--- config.mk ---
export PLATFORM = sky130hd
export DESIGN_NAME = vic_ctrl
export DESIGN_NICKNAME = d
export VERILOG_FILES = /design/src/rtl/vic_pkg.sv /design/src/rtl/vic_msb_find.sv /design/src/rtl/vic_prio.sv /design/src/rtl/vic_ctrl.sv
export SDC_FILE = /design/constraint.sdc
export NUM_CORES = 2
export LEC_CHECK = 0
export BUFFER_PORTS_ARGS = -buffer_cell sky130_fd_sc_hd__clkbuf_2
export CORE_ASPECT_RATIO = 0.6
export CORE_UTILIZATION = 39
export CTS_BUF_LIST = sky130_fd_sc_hd__clkbuf_2
export DETAILED_ROUTE_END_ITERATION = 16
export HOLD_SLACK_MARGIN = 0.06
export PLACE_DENSITY = 0.58
export SETUP_SLACK_MARGIN = 0.1
export SLEW_MARGIN = 20
export SYNTH_ARGS = -nofsm -noshare
export SYNTH_HDL_FRONTEND = slang
export SYNTH_SLANG_ARGS = --single-unit
--- constraint.sdc ---
create_clock -name clk -period 15.6 [get_ports clk]
set_input_delay 3.12 -clock clk [delete_from_list [all_inputs] [get_ports clk]]
set_output_delay 3.12 -clock clk [all_outputs]
set_load 0.03 [all_outputs]
--- src/rtl/vic_pkg.sv ---
package vic_pkg;
    localparam int VEC_W   = 8;
    localparam int LOW_W   = 4;
    localparam int CLS_W   = VEC_W - LOW_W;
    localparam int NUM_VEC = 1 << VEC_W;
    localparam int CTL_W   = VEC_W + 1;

    typedef logic [VEC_W-1:0]   vec_t;
    typedef logic [CLS_W-1:0]   cls_t;
    typedef logic [NUM_VEC-1:0] vset_t;

    typedef enum logic {
        TRIG_EDGE  = 1'b0,
        TRIG_LEVEL = 1'b1
    } trig_e;

    typedef struct packed {
        logic valid;
        logic none;
        vec_t vec;
    } ack_rsp_t;

    function automatic cls_t cls_of(input vec_t v);
        return v[VEC_W-1:LOW_W];
    endfunction
endpackage

--- src/rtl/vic_msb_find.sv ---
module vic_msb_find #(
    parameter int W  = 256,
    parameter int IW = $clog2(W)
) (
    input  logic [W-1:0]  bits,
    output logic          found,
    output logic [IW-1:0] idx
);
    always_comb begin
        found = |bits;
        idx   = '0;
        for (int i = 0; i < W; i++) begin
            if (bits[i]) idx = i[IW-1:0];
        end
    end
endmodule

--- src/rtl/vic_prio.sv ---
module vic_prio
    import vic_pkg::*;
(
    input  logic enable,
    input  vec_t tpr,
    input  logic serv_found,
    input  vec_t serv_top,
    input  logic pend_found,
    input  vec_t pend_top,
    output vec_t ppr,
    output logic irq_want,
    output logic refuse
);
    cls_t serv_cls;

    always_comb begin
        serv_cls = serv_found ? cls_of(serv_top) : '0;
        if (cls_of(tpr) >= serv_cls) ppr = tpr;
        else                         ppr = {serv_cls, {LOW_W{1'b0}}};
        irq_want = enable && pend_found &&
                   ((ppr == '0) || (cls_of(pend_top) > cls_of(ppr)));
        refuse   = (tpr != '0) && (pend_top <= tpr);
    end
endmodule

--- src/rtl/vic_ctrl.sv ---
module vic_ctrl
    import vic_pkg::*;
(
    input  logic             clk,
    input  logic             rst,
    input  logic             set_req,
    input  logic [VEC_W-1:0] set_vec,
    input  logic             set_trig,
    input  logic             clr_req,
    input  logic [VEC_W-1:0] clr_vec,
    input  logic             tpr_wr,
    input  logic [VEC_W-1:0] tpr_wdata,
    input  logic             ctl_wr,
    input  logic [CTL_W-1:0] ctl_wdata,
    input  logic             eoi_wr,
    input  logic             ack_req,
    output logic             ack_valid,
    output logic             ack_none,
    output logic [VEC_W-1:0] ack_vec,
    output logic             irq_pending,
    output logic [VEC_W-1:0] ppr_out,
    output logic [CTL_W-1:0] ctl_out,
    output logic [VEC_W-1:0] tpr_out,
    input  logic [VEC_W-1:0] peek_vec,
    output logic             peek_pend,
    output logic             peek_serv,
    output logic             peek_level
);
    localparam logic [CTL_W-1:0] CTL_RST = {1'b0, {VEC_W{1'b1}}};

    vset_t    pend_q, serv_q, lvl_q;
    vset_t    pend_n, serv_n, lvl_n;
    vec_t     tpr_q;
    logic [CTL_W-1:0] ctl_q;
    logic     irq_q;
    ack_rsp_t rsp_q, rsp_n;

    logic enable, pend_found, serv_found, irq_want, refuse, take;
    vec_t pend_top, serv_top, ppr;

    assign enable = ctl_q[VEC_W];

    vic_msb_find #(.W(NUM_VEC)) u_pend_find (
        .bits(pend_q), .found(pend_found), .idx(pend_top)
    );
    vic_msb_find #(.W(NUM_VEC)) u_serv_find (
        .bits(serv_q), .found(serv_found), .idx(serv_top)
    );

    vic_prio u_prio (
        .enable(enable), .tpr(tpr_q),
        .serv_found(serv_found), .serv_top(serv_top),
        .pend_found(pend_found), .pend_top(pend_top),
        .ppr(ppr), .irq_want(irq_want), .refuse(refuse)
    );

    assign take = ack_req && enable && pend_found && !refuse;

    // Next state: retire, accept, withdraw, then raise (a raise wins last)
    always_comb begin
        pend_n = pend_q;
        serv_n = serv_q;
        lvl_n  = lvl_q;
        if (eoi_wr && serv_found) serv_n[serv_top] = 1'b0;
        if (take) begin
            pend_n[pend_top] = 1'b0;
            serv_n[pend_top] = 1'b1;
        end
        if (clr_req && lvl_q[clr_vec]) pend_n[clr_vec] = 1'b0;
        if (set_req) begin
            pend_n[set_vec] = 1'b1;
            lvl_n[set_vec]  = (trig_e'(set_trig) == TRIG_LEVEL);
        end
    end

    always_comb begin
        rsp_n.valid = ack_req;
        rsp_n.none  = 1'b0;
        rsp_n.vec   = '0;
        if (!enable || !pend_found) rsp_n.none = 1'b1;
        else if (refuse)            rsp_n.vec  = ctl_q[VEC_W-1:0];
        else                        rsp_n.vec  = pend_top;
    end

    always_ff @(posedge clk) begin
        if (rst) begin
            pend_q <= '0;
            serv_q <= '0;
            lvl_q  <= '0;
            tpr_q  <= '0;
            ctl_q  <= CTL_RST;
            irq_q  <= 1'b0;
            rsp_q  <= '0;
        end else begin
            pend_q <= pend_n;
            serv_q <= serv_n;
            lvl_q  <= lvl_n;
            irq_q  <= irq_want;
            rsp_q  <= rsp_n;
            if (tpr_wr) tpr_q <= tpr_wdata;
            if (ctl_wr) ctl_q <= ctl_wdata;
        end
    end

    assign ack_valid   = rsp_q.valid;
    assign ack_none    = rsp_q.none;
    assign ack_vec     = rsp_q.vec;
    assign irq_pending = irq_q;
    assign ppr_out     = ppr;
    assign ctl_out     = ctl_q;
    assign tpr_out     = tpr_q;
    assign peek_pend   = pend_q[peek_vec];
    assign peek_serv   = serv_q[peek_vec];
    assign peek_level  = lvl_q[peek_vec];

    // a response only follows an acknowledge one clock earlier
    p_rsp_after_ack_r8: assert property (@(posedge clk) disable iff (rst)
        ack_valid |-> $past(ack_req));

    // the processor priority never drops below the task priority
    p_ppr_floor_r5: assert property (@(posedge clk) disable iff (rst)
        ppr_out >= tpr_q);

    // the line stays low when the controller was disabled
    p_irq_needs_enable_r6: assert property (@(posedge clk) disable iff (rst)
        !enable |=> !irq_pending);

    // a retire with something in service removes exactly one bit
    p_eoi_one_bit_r11: assert property (@(posedge clk) disable iff (rst)
        (eoi_wr && serv_found && !ack_req) |=>
        ($countones(serv_q) == $past($countones(serv_q)) - 1));

    // a refused acknowledge leaves both sets untouched
    p_refuse_frozen_r9: assert property (@(posedge clk) disable iff (rst)
        (ack_req && enable && pend_found && refuse &&
         !set_req && !clr_req && !eoi_wr) |=>
        ($stable(pend_q) && $stable(serv_q)));

    // a disabled controller answers with the no-interrupt flag
    p_disabled_none_r10: assert property (@(posedge clk) disable iff (rst)
        (ack_req && !enable) |=> (ack_valid && ack_none));
endmodule

==> metrics <==
number of hold violations in the final report=0; Setup Skew=0.185 ns; post-cts resize count=0; Detail Route Antenna Nets=0; status=finished, final reports clean; total I/O pin count=89; WP data arrival=7.04 ns; Worst R2R End=pend_q[229]; via count=50.7k; largest net degree at the start of global routing=roughly 200; origin of the worst setup path=peek_vec[0]; CTS Buffer Depth=3; CP max FO=between 60 and 70; Final nets=around 5.5k; initial drt markers=between 9k and 10k; Post-CTS Setup Bufs=0; CP bufs+invs=3; pwr/cell area=83.0 nW/um^2; slowest stage delay, CP=a little under 0.8 ns; Synthesized Nets=~5.6k; routed len/inst=approximately 33 um; CTS Hold Bufs=0; clock net sink count=~800; worst min-delay path category=flip-flop to flip-flop; Clock Latency Late Sink=1.75 ns; all-layer global routing usage=0.370; Die Footprint=around 120,000 sq um; CTS root buf=clkbuf_2; area of the core=~120,000 sq um; ys flop type=dfxtp_1; FF-to-FF path depth=18; Yosys top cell by area=dfxtp_1; number of global-route vias before repair=around 46k; Cells after Synth=5,492; synth unique cells=82; initial antenna violation count=11; Leak=around 17 nW; Total Routed Length=~230,000 um; sequential area share after synthesis=0.337; max_cap viols=0; Finished Layout Cells=slightly above 7k; Die Width=around 450 um; min cycle time layout=10.16 ns; total CTS buffers=approximately 190; Slowest-stage cell, CP=buf_4; asr flop ratio synth=0; RSZ-0062 raised after global routing=no; register bit total from synthesis=~800; kind of critical path=input port to output port; area grow syn2layout=7.49%; Worst setup SP type=input port; number of remaining DRC errors=0; Max Slew Vio Count=0; Fmax=98.4 MHz; cell family with most CP delay=multiplexers; DR pass1 iterations=7; synth cell count leaders=dfxtp_1 (796), a21oi_1 (566), o21ai_0 (497); final worst-path cycle share=0.651; Yosys top cell area share=0.337; most used cell, CP=mux4_2; gpl congestion=around 1.0; Clock transition at path regs=roughly 0.12 ns; routed vias/inst=just over 7; TritonCTS clock tree=yes; first-pass GRT wire length=roughly 330,000 um; VDD IR-drop max=around 0.000073 V; CP cell instances=buf_8, buf_4, mux4_2, mux4_2, mux4_2, mux4_2, clkbuf_2; Buffers on Ports=88; Worst R2R Setup Slack=between 8 and 9 ns; total power=around 4.2 mW; top post-synthesis cells by area=dfxtp_1 (34%), mux4_2 (16%), a21oi_1 (6.0%); Worst R2R Start=pend_q[89]; Worst-Margin Slew=about 1.3 ns; post-detail-place hpwl=between 150,000 and 200,000 um; crit path capture type=output port; Initial Util=0.395; Worst path depth=7; setup TNS=0 ns; Cell Area, Synth=47,300 sq um; Syn Area/Cell=about 8.6 sq um; Setup Viol. Count Final=0; synth warn=0; dpl cells=roughly 6.8k; GRT Residual Overflow=0; Post-synth EDFFs=0; crit path capture=peek_level; layout cells sized above 1=0.177; critical path data required time=12.48 ns; Core Rows=between 90 and 100; H-tree levels=4; most frequent cell after synthesis=dfxtp_1; worst rel slew slack=0.137; chip height=approximately 270 um
worst min path at each step:
stage	cells past startpoint	start	endpoint
after floorplan	2	lvl_q[101]	lvl_q[101]
after global placement	2	lvl_q[77]	lvl_q[77]
after detailed placement	2	lvl_q[173]	lvl_q[173]
after CTS	2	lvl_q[173]	lvl_q[173]
after global routing	2	lvl_q[156]	lvl_q[156]
final	2	lvl_q[173]	lvl_q[173]
where the power goes:
part           switching, mW  leakage (nW)  internal, mW
combinational          0.531          9.29         0.133
sequential           0.00689          6.41          2.04
clock                  0.980          1.32         0.529
total                   1.52          17.0          2.70
tightest hold or removal path: cells and delay by family, from the launching register on:
family	cells	cell delay [ns]
AND/OR/NAND/NOR	1	0.05
AO/OA/AOI/OAI	1	0.06
flip-flops	1	0.34
layout by cell type, fill, tap and decap left out, types with 33 or more instances in the layout:
cell,instances
a21o_1,43
a21oi_1,566
a31o_2,45
buf_4,105
clkbuf_2,358
clkinv_1,43
dfxtp_1,796
inv_1,106
mux2i_1,34
mux4_2,335
nand2_1,470
nand2b_1,50
nand3_1,308
nand4_1,48
nor2_1,343
nor2b_1,47
nor3_1,107
nor4_1,188
o2111ai_1,33
o211ai_1,98
o21a_1,72
o21ai_0,497
o21ai_1,37
o221ai_1,55
o22ai_1,61
o311ai_0,134
o31a_1,47
o31ai_1,101
or2_2,34
or4_1,42
area by class of cell:
type	count	area, sq um
antenna	13	32.5
clock buffer	278	1390
clock inverter	61	332
fill	12100	68800
inverter	110	420
multi-input combinational	4102	29400
sequential	796	15900
tap	1600	2000
timing repair buffer	195	1360
registers in the layout (all words and copies together), names as in the netlist, 8 cells and up:
| signal | flops |
|---|---|
| ack_vec | 8 |
| lvl_q | 256 |
| ctl_out | 9 |
| serv_q | 256 |
| tpr_out | 8 |
| pend_q | 256 |
cell families (layout without fill, tap and decap cells):
| kind of cell | count (synthesis) | after routing | synth area share |
|---|---|---|---|
| AO/OA/AOI/OAI | 1944 | 1944 | 0.261 |
| AND/OR/NAND/NOR | 1773 | 1773 | 0.183 |
| flip-flops | 796 | 796 | 0.337 |
| buffers and inverters | 594 | 644 | 0.0481 |
| multiplexers | 369 | 369 | 0.167 |
| adder cells (fa/ha/maj) | 16 | 16 | 0.00423 |
| other | 0 | 13 | 0 |
metal layers:
metal,part of all wire,vias up,wire (um),track usage
li1,-,21200,-,-
met1,0.42,25000,98100,0.542
met2,0.37,4113,87300,0.461
met3,0.18,463,41800,0.180
met4,0.028,12,6480,0.116
met5,0.0018,-,414,0.00877
metrics by stage:
stage	util	setup slack [ns]	cell area [sq um]	hold WS (ns)
2_1_floorplan	-	6.15	47300	0.443
3_3_place_gp	0.409	5.52	49000	0.457
3_5_place_dp	0.409	5.47	49000	0.463
4_1_cts	0.424	5.46	50700	0.480
5_1_grt	0.425	5.20	50800	0.504
6_report	0.425	5.44	50800	0.479
Note: power is estimated with default switching activity, not from simulation.
